<file path="config.mk">
export PLATFORM = sky130hd
export DESIGN_NAME = vpic_top
export DESIGN_NICKNAME = d
export VERILOG_FILES = /design/src/rtl/vpic_pkg.sv /design/src/rtl/vpic_src_latch.sv /design/src/rtl/vpic_regs.sv /design/src/rtl/vpic_route.sv /design/src/rtl/vpic_prio.sv /design/src/rtl/vpic_top.sv
export SDC_FILE = /design/constraint.sdc
export NUM_CORES = 1
export LEC_CHECK = 0
export ABC_AREA = 0
export BUFFER_PORTS_ARGS = -buffer_cell sky130_fd_sc_hd__buf_4
export CORE_AREA = 2 2 139 141
export DETAILED_ROUTE_END_ITERATION = 12
export DIE_AREA = 0 0 141 143
export GPL_ROUTABILITY_DRIVEN = 0
export PLACE_DENSITY = 0.77
export SLEW_MARGIN = 25
export SYNTH_ARGS = -nofsm -noshare
export SYNTH_HDL_FRONTEND = slang
export SYNTH_HIERARCHICAL = 1
export SYNTH_SLANG_ARGS = --single-unit
</file>
<file path="constraint.sdc">
create_clock -name clk -period 3.8 [get_ports clk]
set_clock_uncertainty 0.1 [all_clocks]
set_input_delay 0.76 -clock clk [delete_from_list [all_inputs] [get_ports clk]]
set_output_delay 0.76 -clock clk [all_outputs]
set_load 0.005 [all_outputs]
</file>
<file path="src/rtl/vpic_pkg.sv">
package vpic_pkg;

  localparam int NUM_SRC   = 33;
  localparam int NUM_CH    = 26;
  localparam int N_PORT    = 4;
  localparam int N_KEY     = 2;
  localparam int TRIG_W    = 2 * N_PORT + N_KEY;
  localparam int VEC_W     = 6;
  localparam int IDX_W     = $clog2(NUM_SRC);
  localparam int CH_W      = $clog2(NUM_CH);
  localparam int SEL_W     = 3;

  typedef enum logic [SEL_W-1:0] {
    REG_CLR   = 3'd0,
    REG_EN    = 3'd1,
    REG_ROUTE = 3'd2,
    REG_TRIG  = 3'd3,
    REG_BASE  = 3'd4
  } reg_sel_e;

  // Vector number of a source index; the gaps in the vector range are skipped.
  function automatic logic [VEC_W-1:0] src_vector(int idx);
    int v;
    if (idx <= 10)      v = 16 + idx;
    else if (idx <= 22) v = 30 + 4 * ((idx - 11) / 2) + ((idx - 11) % 2);
    else if (idx <= 29) v = 52 + (idx - 23);
    else                v = 60 + (idx - 30);
    return VEC_W'(v);
  endfunction

  // DMA channel of a source index, 0 when the source has none.
  function automatic int src_channel(int idx);
    if (idx <= 3)                    return idx + 1;
    if (idx == 6 || idx == 7)        return idx - 1;
    if (idx >= 11 && idx <= 26)      return idx - 4;
    if (idx == 28 || idx == 29)      return idx - 5;
    if (idx == 31 || idx == 32)      return idx - 6;
    return 0;
  endfunction

  // Table entry address: base plus four bytes per vector.
  function automatic logic [31:0] entry_addr(logic [31:0] base, logic [VEC_W-1:0] vec);
    return base + {24'd0, vec, 2'b00};
  endfunction

endpackage

</file>
<file path="src/rtl/vpic_src_latch.sv">
module vpic_src_latch (
  input  logic clk,
  input  logic rst_n,
  input  logic req_i,
  input  logic level_mode_i,
  input  logic pol_i,
  input  logic clr_i,
  input  logic ack_i,
  output logic flag_o
);

  logic act;
  logic act_prev_q;
  logic rise;
  logic flag_q;

  assign act  = req_i ^ pol_i;
  assign rise = act & ~act_prev_q;

  always_ff @(posedge clk) begin
    if (!rst_n) begin
      act_prev_q <= 1'b0;
      flag_q     <= 1'b0;
    end else begin
      act_prev_q <= act;
      if (level_mode_i) flag_q <= act;
      else              flag_q <= (flag_q & ~(clr_i | ack_i)) | rise;
    end
  end

  assign flag_o = flag_q;

endmodule

</file>
<file path="src/rtl/vpic_regs.sv">
module vpic_regs
  import vpic_pkg::*;
#(
  parameter int ADDR_W   = 32,
  parameter int BASE_LSB = 10
) (
  input  logic                  clk,
  input  logic                  rst_n,
  input  logic                  we_i,
  input  logic [SEL_W-1:0]      sel_i,
  input  logic [NUM_SRC-1:0]    wdata_i,
  output logic [NUM_SRC-1:0]    clr_mask_o,
  output logic [NUM_SRC-1:0]    en_o,
  output logic [NUM_SRC-1:0]    route_o,
  output logic [TRIG_W-1:0]     trig_o,
  output logic [ADDR_W-1:0]     base_o
);

  localparam int BASE_W = ADDR_W - BASE_LSB;

  reg_sel_e             sel;
  logic [NUM_SRC-1:0]   en_q;
  logic [NUM_SRC-1:0]   route_q;
  logic [TRIG_W-1:0]    trig_q;
  logic [BASE_W-1:0]    base_q;

  assign sel = reg_sel_e'(sel_i);

  always_ff @(posedge clk) begin
    if (!rst_n) begin
      en_q    <= '0;
      route_q <= '0;
      trig_q  <= '0;
      base_q  <= '0;
    end else if (we_i) begin
      case (sel)
        REG_EN:    en_q    <= wdata_i;
        REG_ROUTE: route_q <= wdata_i;
        REG_TRIG:  trig_q  <= wdata_i[TRIG_W-1:0];
        REG_BASE:  base_q  <= wdata_i[BASE_W-1:0];
        default:   ;
      endcase
    end
  end

  assign clr_mask_o = (we_i && sel == REG_CLR) ? wdata_i : '0;
  assign en_o       = en_q;
  assign route_o    = route_q;
  assign trig_o     = trig_q;
  assign base_o     = {base_q, {BASE_LSB{1'b0}}};

endmodule

</file>
<file path="src/rtl/vpic_route.sv">
module vpic_route
  import vpic_pkg::*;
(
  input  logic               clk,
  input  logic               rst_n,
  input  logic [NUM_SRC-1:0] flag_i,
  input  logic [NUM_SRC-1:0] en_i,
  input  logic [NUM_SRC-1:0] route_i,
  input  logic [NUM_CH-1:0]  dma_ack_i,
  output logic [NUM_SRC-1:0] cpu_pend_o,
  output logic [NUM_SRC-1:0] ack_src_o,
  output logic [NUM_CH-1:0]  dma_req_o
);

  logic [NUM_SRC-1:0] to_dma;
  logic [NUM_SRC-1:0] fire;
  logic [NUM_SRC-1:0] busy_q;

  for (genvar i = 0; i < NUM_SRC; i++) begin : g_path
    localparam int CH = src_channel(i);
    if (CH != 0) begin : g_dma
      assign to_dma[i]     = route_i[i];
      assign ack_src_o[i]  = dma_ack_i[CH-1];
      assign dma_req_o[CH-1] = fire[i];
    end else begin : g_cpu
      assign to_dma[i]     = 1'b0;
      assign ack_src_o[i]  = 1'b0;
    end
  end

  assign fire       = flag_i & en_i & to_dma & ~busy_q;
  assign cpu_pend_o = flag_i & en_i & ~to_dma;

  always_ff @(posedge clk) begin
    if (!rst_n) busy_q <= '0;
    else        busy_q <= (busy_q | fire) & ~ack_src_o & flag_i;
  end

endmodule

</file>
<file path="src/rtl/vpic_prio.sv">
module vpic_prio
  import vpic_pkg::*;
(
  input  logic [NUM_SRC-1:0] pend_i,
  output logic               any_o,
  output logic [IDX_W-1:0]   sel_o,
  output logic [VEC_W-1:0]   vec_o
);

  always_comb begin
    any_o = 1'b0;
    sel_o = '0;
    vec_o = '0;
    for (int i = NUM_SRC - 1; i >= 0; i--) begin
      if (pend_i[i]) begin
        any_o = 1'b1;
        sel_o = IDX_W'(i);
        vec_o = src_vector(i);
      end
    end
  end

endmodule

</file>
<file path="src/rtl/vpic_top.sv">
module vpic_top
  import vpic_pkg::*;
#(
  parameter int ADDR_W   = 32,
  parameter int BASE_LSB = 10
) (
  input  logic               clk,
  input  logic               rst_n,
  input  logic [32:0]        src_i,
  input  logic               reg_we_i,
  input  logic [2:0]         reg_sel_i,
  input  logic [32:0]        reg_wdata_i,
  input  logic [25:0]        dma_ack_i,
  output logic               irq_o,
  output logic [5:0]         irq_vec_o,
  output logic [31:0]        irq_addr_o,
  output logic [25:0]        dma_req_o
);

  logic [NUM_SRC-1:0] clr_mask;
  logic [NUM_SRC-1:0] en_q;
  logic [NUM_SRC-1:0] route_q;
  logic [TRIG_W-1:0]  trig_q;
  logic [ADDR_W-1:0]  tbl_base;
  logic [NUM_SRC-1:0] flag_q;
  logic [NUM_SRC-1:0] ack_src;
  logic [NUM_SRC-1:0] cpu_pend;
  logic               any_pend;
  logic [IDX_W-1:0]   sel_idx;
  logic [VEC_W-1:0]   sel_vec;

  vpic_regs #(.ADDR_W(ADDR_W), .BASE_LSB(BASE_LSB)) u_regs (
    .clk        (clk),
    .rst_n      (rst_n),
    .we_i       (reg_we_i),
    .sel_i      (reg_sel_i),
    .wdata_i    (reg_wdata_i),
    .clr_mask_o (clr_mask),
    .en_o       (en_q),
    .route_o    (route_q),
    .trig_o     (trig_q),
    .base_o     (tbl_base)
  );

  for (genvar i = 0; i < NUM_SRC; i++) begin : g_src
    logic lvl;
    logic pol;
    if (i < N_PORT) begin : g_port
      assign lvl = trig_q[i];
      assign pol = trig_q[N_PORT + i];
    end else if (i < N_PORT + N_KEY) begin : g_key
      assign lvl = 1'b0;
      assign pol = trig_q[2 * N_PORT + (i - N_PORT)];
    end else begin : g_plain
      assign lvl = 1'b0;
      assign pol = 1'b0;
    end
    vpic_src_latch u_latch (
      .clk          (clk),
      .rst_n        (rst_n),
      .req_i        (src_i[i]),
      .level_mode_i (lvl),
      .pol_i        (pol),
      .clr_i        (clr_mask[i]),
      .ack_i        (ack_src[i]),
      .flag_o       (flag_q[i])
    );
  end

  vpic_route u_route (
    .clk        (clk),
    .rst_n      (rst_n),
    .flag_i     (flag_q),
    .en_i       (en_q),
    .route_i    (route_q),
    .dma_ack_i  (dma_ack_i),
    .cpu_pend_o (cpu_pend),
    .ack_src_o  (ack_src),
    .dma_req_o  (dma_req_o)
  );

  vpic_prio u_prio (
    .pend_i (cpu_pend),
    .any_o  (any_pend),
    .sel_o  (sel_idx),
    .vec_o  (sel_vec)
  );

  assign irq_o      = any_pend;
  assign irq_vec_o  = sel_vec;
  assign irq_addr_o = any_pend ? entry_addr(tbl_base, sel_vec) : '0;

endmodule

</file>
After elaboration in Yosys (flattened, before gate mapping)
Cells that the tools add are included.
{"block": "classes", "addsub": 1, "eq_ne": 4, "n_mux": 72, "bitwise": 207, "reduce_logical": 6}
{"operator": "$and 33x33->33", "n": 6}
{"operator": "$mux 6", "n": 33}
{"operator": "$not 33->33", "n": 3}
{"operator": "$and 1x1->1", "n": 66}
{"operator": "$not 1->1", "n": 66}
{"operator": "$or 1x1->1", "n": 59}
{"operator": "$mux 1", "n": 37}
{"operator": "$mux 33", "n": 1}
{"operator": "$or 33x33->33", "n": 1}
{"operator": "$add 32x8->32", "n": 1}
{"operator": "$mux 32", "n": 1}
{"operator": "$reduce_and 2->1", "n": 4}
{"operator": "$eq 3x2->1 const B", "n": 2}
{"operator": "$xor 1x1->1", "n": 6}
{"operator": "$eq 3x1->1 const B", "n": 1}
{"operator": "$eq 3x3->1 const B", "n": 1}
{"operator": "$logic_not 3->1", "n": 1}
{"operator": "$logic_and 1x1->1", "n": 1}
{"block": "word_totals", "register_bits": 197, "input_bits": 98, "out_inout_bits": 65, "wordCells": 361}

Depth between registers and ports, before layout
{"block": "logic_depth", "word_depth": 37, "mapped_depth": 16, "mapped_depth_nobuf": 15}

Modules after synthesis
The synthesis kept the hierarchy.
{"mod": "vpic_regs", "n_inst": 1, "cells_per_inst": 406, "area_each_um2": 3995.1, "seq_area_each_um2": 1961.9}
{"mod": "vpic_src_latch", "n_inst": 33, "cells_per_inst": 7, "area_each_um2": 81.3, "seq_area_each_um2": 40.0}
{"mod": "vpic_route", "n_inst": 1, "cells_per_inst": 226, "area_each_um2": 1705.4, "seq_area_each_um2": 520.5}
{"mod": "vpic_top", "n_inst": 1, "cells_per_inst": 143, "area_each_um2": 950.9, "seq_area_each_um2": 0.0}
{"mod": "vpic_prio", "n_inst": 1, "cells_per_inst": 121, "area_each_um2": 693.2, "seq_area_each_um2": 0.0}

Worst setup path before layout
Ideal clock, no wire load.
{"block": "synth_timing", "path_kind": "register to output", "startpoint": "reg g_src[29].u_latch.flag_q", "endpoint": "out irq_addr_o[6]", "t_arrival_ns": 2.486, "required_ns": 2.940, "setup_slack_ns": 0.454, "path_stages_with_launch": 10, "n_path_buf": 0, "cell_sequence": "dfxtp_1 > nand2_1 > nor2_1 > or4_4 > or3_4 > or3b_1 > a31o_1 > ha_1 > xor2_1 > nor2_1"}
{"block": "synth_between", "elab_chain_cells": 34, "word_cells_on_any_way": 64, "classes_between": "add/sub (1); mux (61); bitwise (2)"}
{"item": "from (decl)", "line_no": "vpic_src_latch.sv:15", "source": "logic flag_q;"}
{"item": "from (signal assigned)", "line_no": "vpic_src_latch.sv:26", "source": "if (level_mode_i) flag_q <= act;"}
{"item": "from (signal assigned)", "line_no": "vpic_src_latch.sv:27", "source": "else flag_q <= (flag_q & ~(clr_i | ack_i)) | rise;"}
{"item": "$and 33x33->33 (2 in series)", "line_no": "vpic_route.sv:32", "source": "assign cpu_pend_o = flag_i & en_i & ~to_dma;"}
{"item": "net cpu_pend[29]", "line_no": "vpic_top.sv:27", "source": "logic [NUM_SRC-1:0] cpu_pend;"}
{"item": "$mux 6 (30 in series)", "line_no": "vpic_prio.sv:15", "source": "if (pend_i[i]) begin"}
{"item": "net irq_vec_o[4]", "line_no": "vpic_top.sv:15", "source": "output logic [5:0] irq_vec_o,"}
{"item": "$add 32x8->32", "line_no": "vpic_pkg.sv:43", "source": "return base + {24'd0, vec, 2'b00};"}
{"item": "$mux 32", "line_no": "vpic_top.sv:91", "source": "assign irq_addr_o = any_pend ? entry_addr(tbl_base, sel_vec) : '0;"}
{"item": "to (decl)", "line_no": "vpic_top.sv:16", "source": "output logic [31:0] irq_addr_o,"}
The timed path passes the listed nets, and every way through them passes these cells.

Final worst setup path
{"block": "layout_timing", "startpoint": "reg g_src[29].u_latch.flag_q", "endpoint": "out irq_addr_o[6]"}
{"block": "layout_between", "elab_chain_cells": 34, "word_cells_on_any_way": 64, "classes_between": "add/sub (1); mux (61); bitwise (2)"}
{"item": "$and 33x33->33 * (2 in series)", "line_no": "vpic_route.sv:32"}
{"item": "net cpu_pend[29]", "line_no": "vpic_top.sv:27"}
{"item": "$mux 6 (30 in series)", "line_no": "vpic_prio.sv:15"}
{"item": "$add 32x8->32", "line_no": "vpic_pkg.sv:43"}
{"item": "$mux 32 *", "line_no": "vpic_top.sv:91"}
The timed path passes the listed nets; every way through them passes the cells marked *.

==> impl_results.md <==
- Iteration-0 DRC Markers: 457
- Max clock buf depth: 2
- Worst min-delay path class: reg -> reg
- Critical Path Sink Type: primary output
- WP data arrival: 3.01 ns
- Clock Pin Slew Worst Setup and Hold Paths: 0.08 ns
- RSZ-0062 raised after global routing: yes
- First-pass GRT wire length: 36,100 um
- Avg Cell Area, Syn: 8.96 um^2
- Fillers: 1,560
- Crit path time final: 3.87 ns
- Fmax achieved: 258 MHz
- Final worst slack: -0.0723 ns
- Post-route DRC violation count: 0
- Vias in the first global route: 7,286
- # diodes: 0
- Antenna-violating nets left: 0
- CTS tree: done
- Core area: 18,600 um^2
- HP Start: g_src[23].u_latch/flag_o$_SDFF_PN0_
- Htree depth: 4
- Layout cells sized above 1: 25.5%
- Routed WL per cell: 15.1 um
- CTS Hold Buffers Added: 0
- Final Hold Vio Count: 0
- PwrDens: 376 nW/um^2
- Final #Nets: 1,391
- Placed insts: 1,489
- Worst VDD drop: 0.305 mV
- GRT Util Overall: 22.4%
- Die Width: 141 um
- Period Utilization, post-route: 102%
- TritonRoute pass-1 iters: 4
- Worst-Margin Slew: 1.47 ns
- Crit start category: flip-flop
- # rows: 50
- Num CTS Buffers: 17
- # IOs: 163
- CP required: 2.94 ns
- Worst skew pair latency: 0.43 ns
- Met3 routed WL: 1110 um
- Met2 wire length: 11,000 um
- Max Cap Viol: 0
- Die Y-Extent: 143 um
- Largest net degree at the start of global routing: 110
- Initial antenna violation count: 1
- DR top layer: met4
- Vias per cell: 5.11
- Area grow syn2layout: 25.4%
- WL final: 23,200 um
- Synth Warn #: 6
- Result of the run: finished, violations left
- Via count: 7,841
- CTS root buf: clkbuf_16
- Worst R2R Start: u_regs/trig_o[4]$_SDFFE_PN0P_
- Commonest non-fill, non-tap cell in the layout: nand2_1
- Non-Filler Instances: 1,533
- Initial Utilization: 51.5%
- Total congestion overflow: 0
- Slew HR: 1.33%
- Crit-path max FO: 3
- Finished Cell Area: 12,000 um^2
- Wl on met1: 10,800 um
- Syn Inst Count: 1,068
- Sink Count: 183
- Critical path startpoint: g_src[29].u_latch/flag_o$_SDFF_PN0_
- P_leak: 5.18 nW
- Most frequent cells in the layout: nand2_1 (182), dfxtp_1 (178), buf_4 (157)
- Critical path type: reg -> out
- Die ar.: 20,200 um^2
- Final Setup Violations: 13
- Final Max Tran Viols: 0
- DP Area: 10,900 um^2
- Mapped Area: 9570 um^2
- Dpl hpwl: 16,400 um
- Port Buffers: 158
- Violated checks: negative setup slack
-- power by group --
| part | switching (W) | internal, W |
|---|---|---|
| clock network | 0.000817 | 0.000953 |
| registers | 0.0000514 | 0.00200 |
| logic | 0.000352 | 0.000346 |
| total | 0.00122 | 0.00330 |
-- state kept, by name (all words and copies together) (netlist names) --
name	count
g_src.u_latch/act_prev_q	33
g_src.u_latch/flag_o	33
u_regs/en_o	33
u_regs/route_o	26
u_route/busy_q	26
u_regs/base_q	22
u_regs/trig_o	10
-- worst max-delay path: stages, from the launching register on --
cell     delay, ns
dfxtp_2       0.33
nand2_2       0.10
nor2_4        0.05
or4_4         0.53
or3_4         0.34
or3b_4        0.38
a31o_4        0.27
ha_4          0.23
xor2_2        0.15
nor2_1        0.07
buf_4         0.13
-- final cells by class --
cell class,instances,area (um^2),area share [%]
clock buffer,18,439,3.66
clock inverter,14,153,1.27
inverter,13,52.6,0.438
multi-input combinational,890,5900,49.1
sequential,183,3670,30.6
tap,234,293,2.44
timing repair buffer,181,1500,12.5
-- layer usage --
| metal | vias to the layer above | track usage [%] |
|---|---|---|
| met2 | 218 | 37.2 |
| met1 | 3637 | 30.2 |
| li1 | 3969 | - |
| met4 | 0 | 5.42 |
| met5 | - | 0 |
| met3 | 17 | 4.63 |
-- timing repair --
item,CTS,global route
setup endpoints to repair,22,23
cloned,0,3
gates resized for setup,18,72
pin swaps,8,20
setup buffers,6,3
-- final timing paths --
check,slack [ns],depth (start not counted),to
worst min register to register,0.36,2,u_route/busy_q[23]$_SDFF_PN0_
worst max register to register,2.77,3,g_src[0].u_latch/flag_o$_SDFF_PN0_
worst min-delay path,0.36,2,u_route/busy_q[23]$_SDFF_PN0_
worst max-delay path,-0.07,10,irq_addr_o[6]
-- through the flow --
stage | utilization, % | setup slack [ns] | hold WS, ns | total power, W | setup TNS (ns)
3_5_place_dp | 58.9 | 0.179 | 0.346 | 0.00266 | 0
2_1_floorplan | - | 0.493 | 0.328 | 0.00247 | 0
4_1_cts | 62.7 | -0.0515 | 0.351 | 0.00444 | -0.105
6_report | 64.6 | -0.0723 | 0.356 | 0.00452 | -0.169
3_3_place_gp | 58.9 | 0.214 | 0.337 | 0.00265 | 0
5_1_grt | 64.6 | -0.137 | 0.371 | 0.00469 | -2.02
No activity file was read; power rests on OpenSTA's default activity.
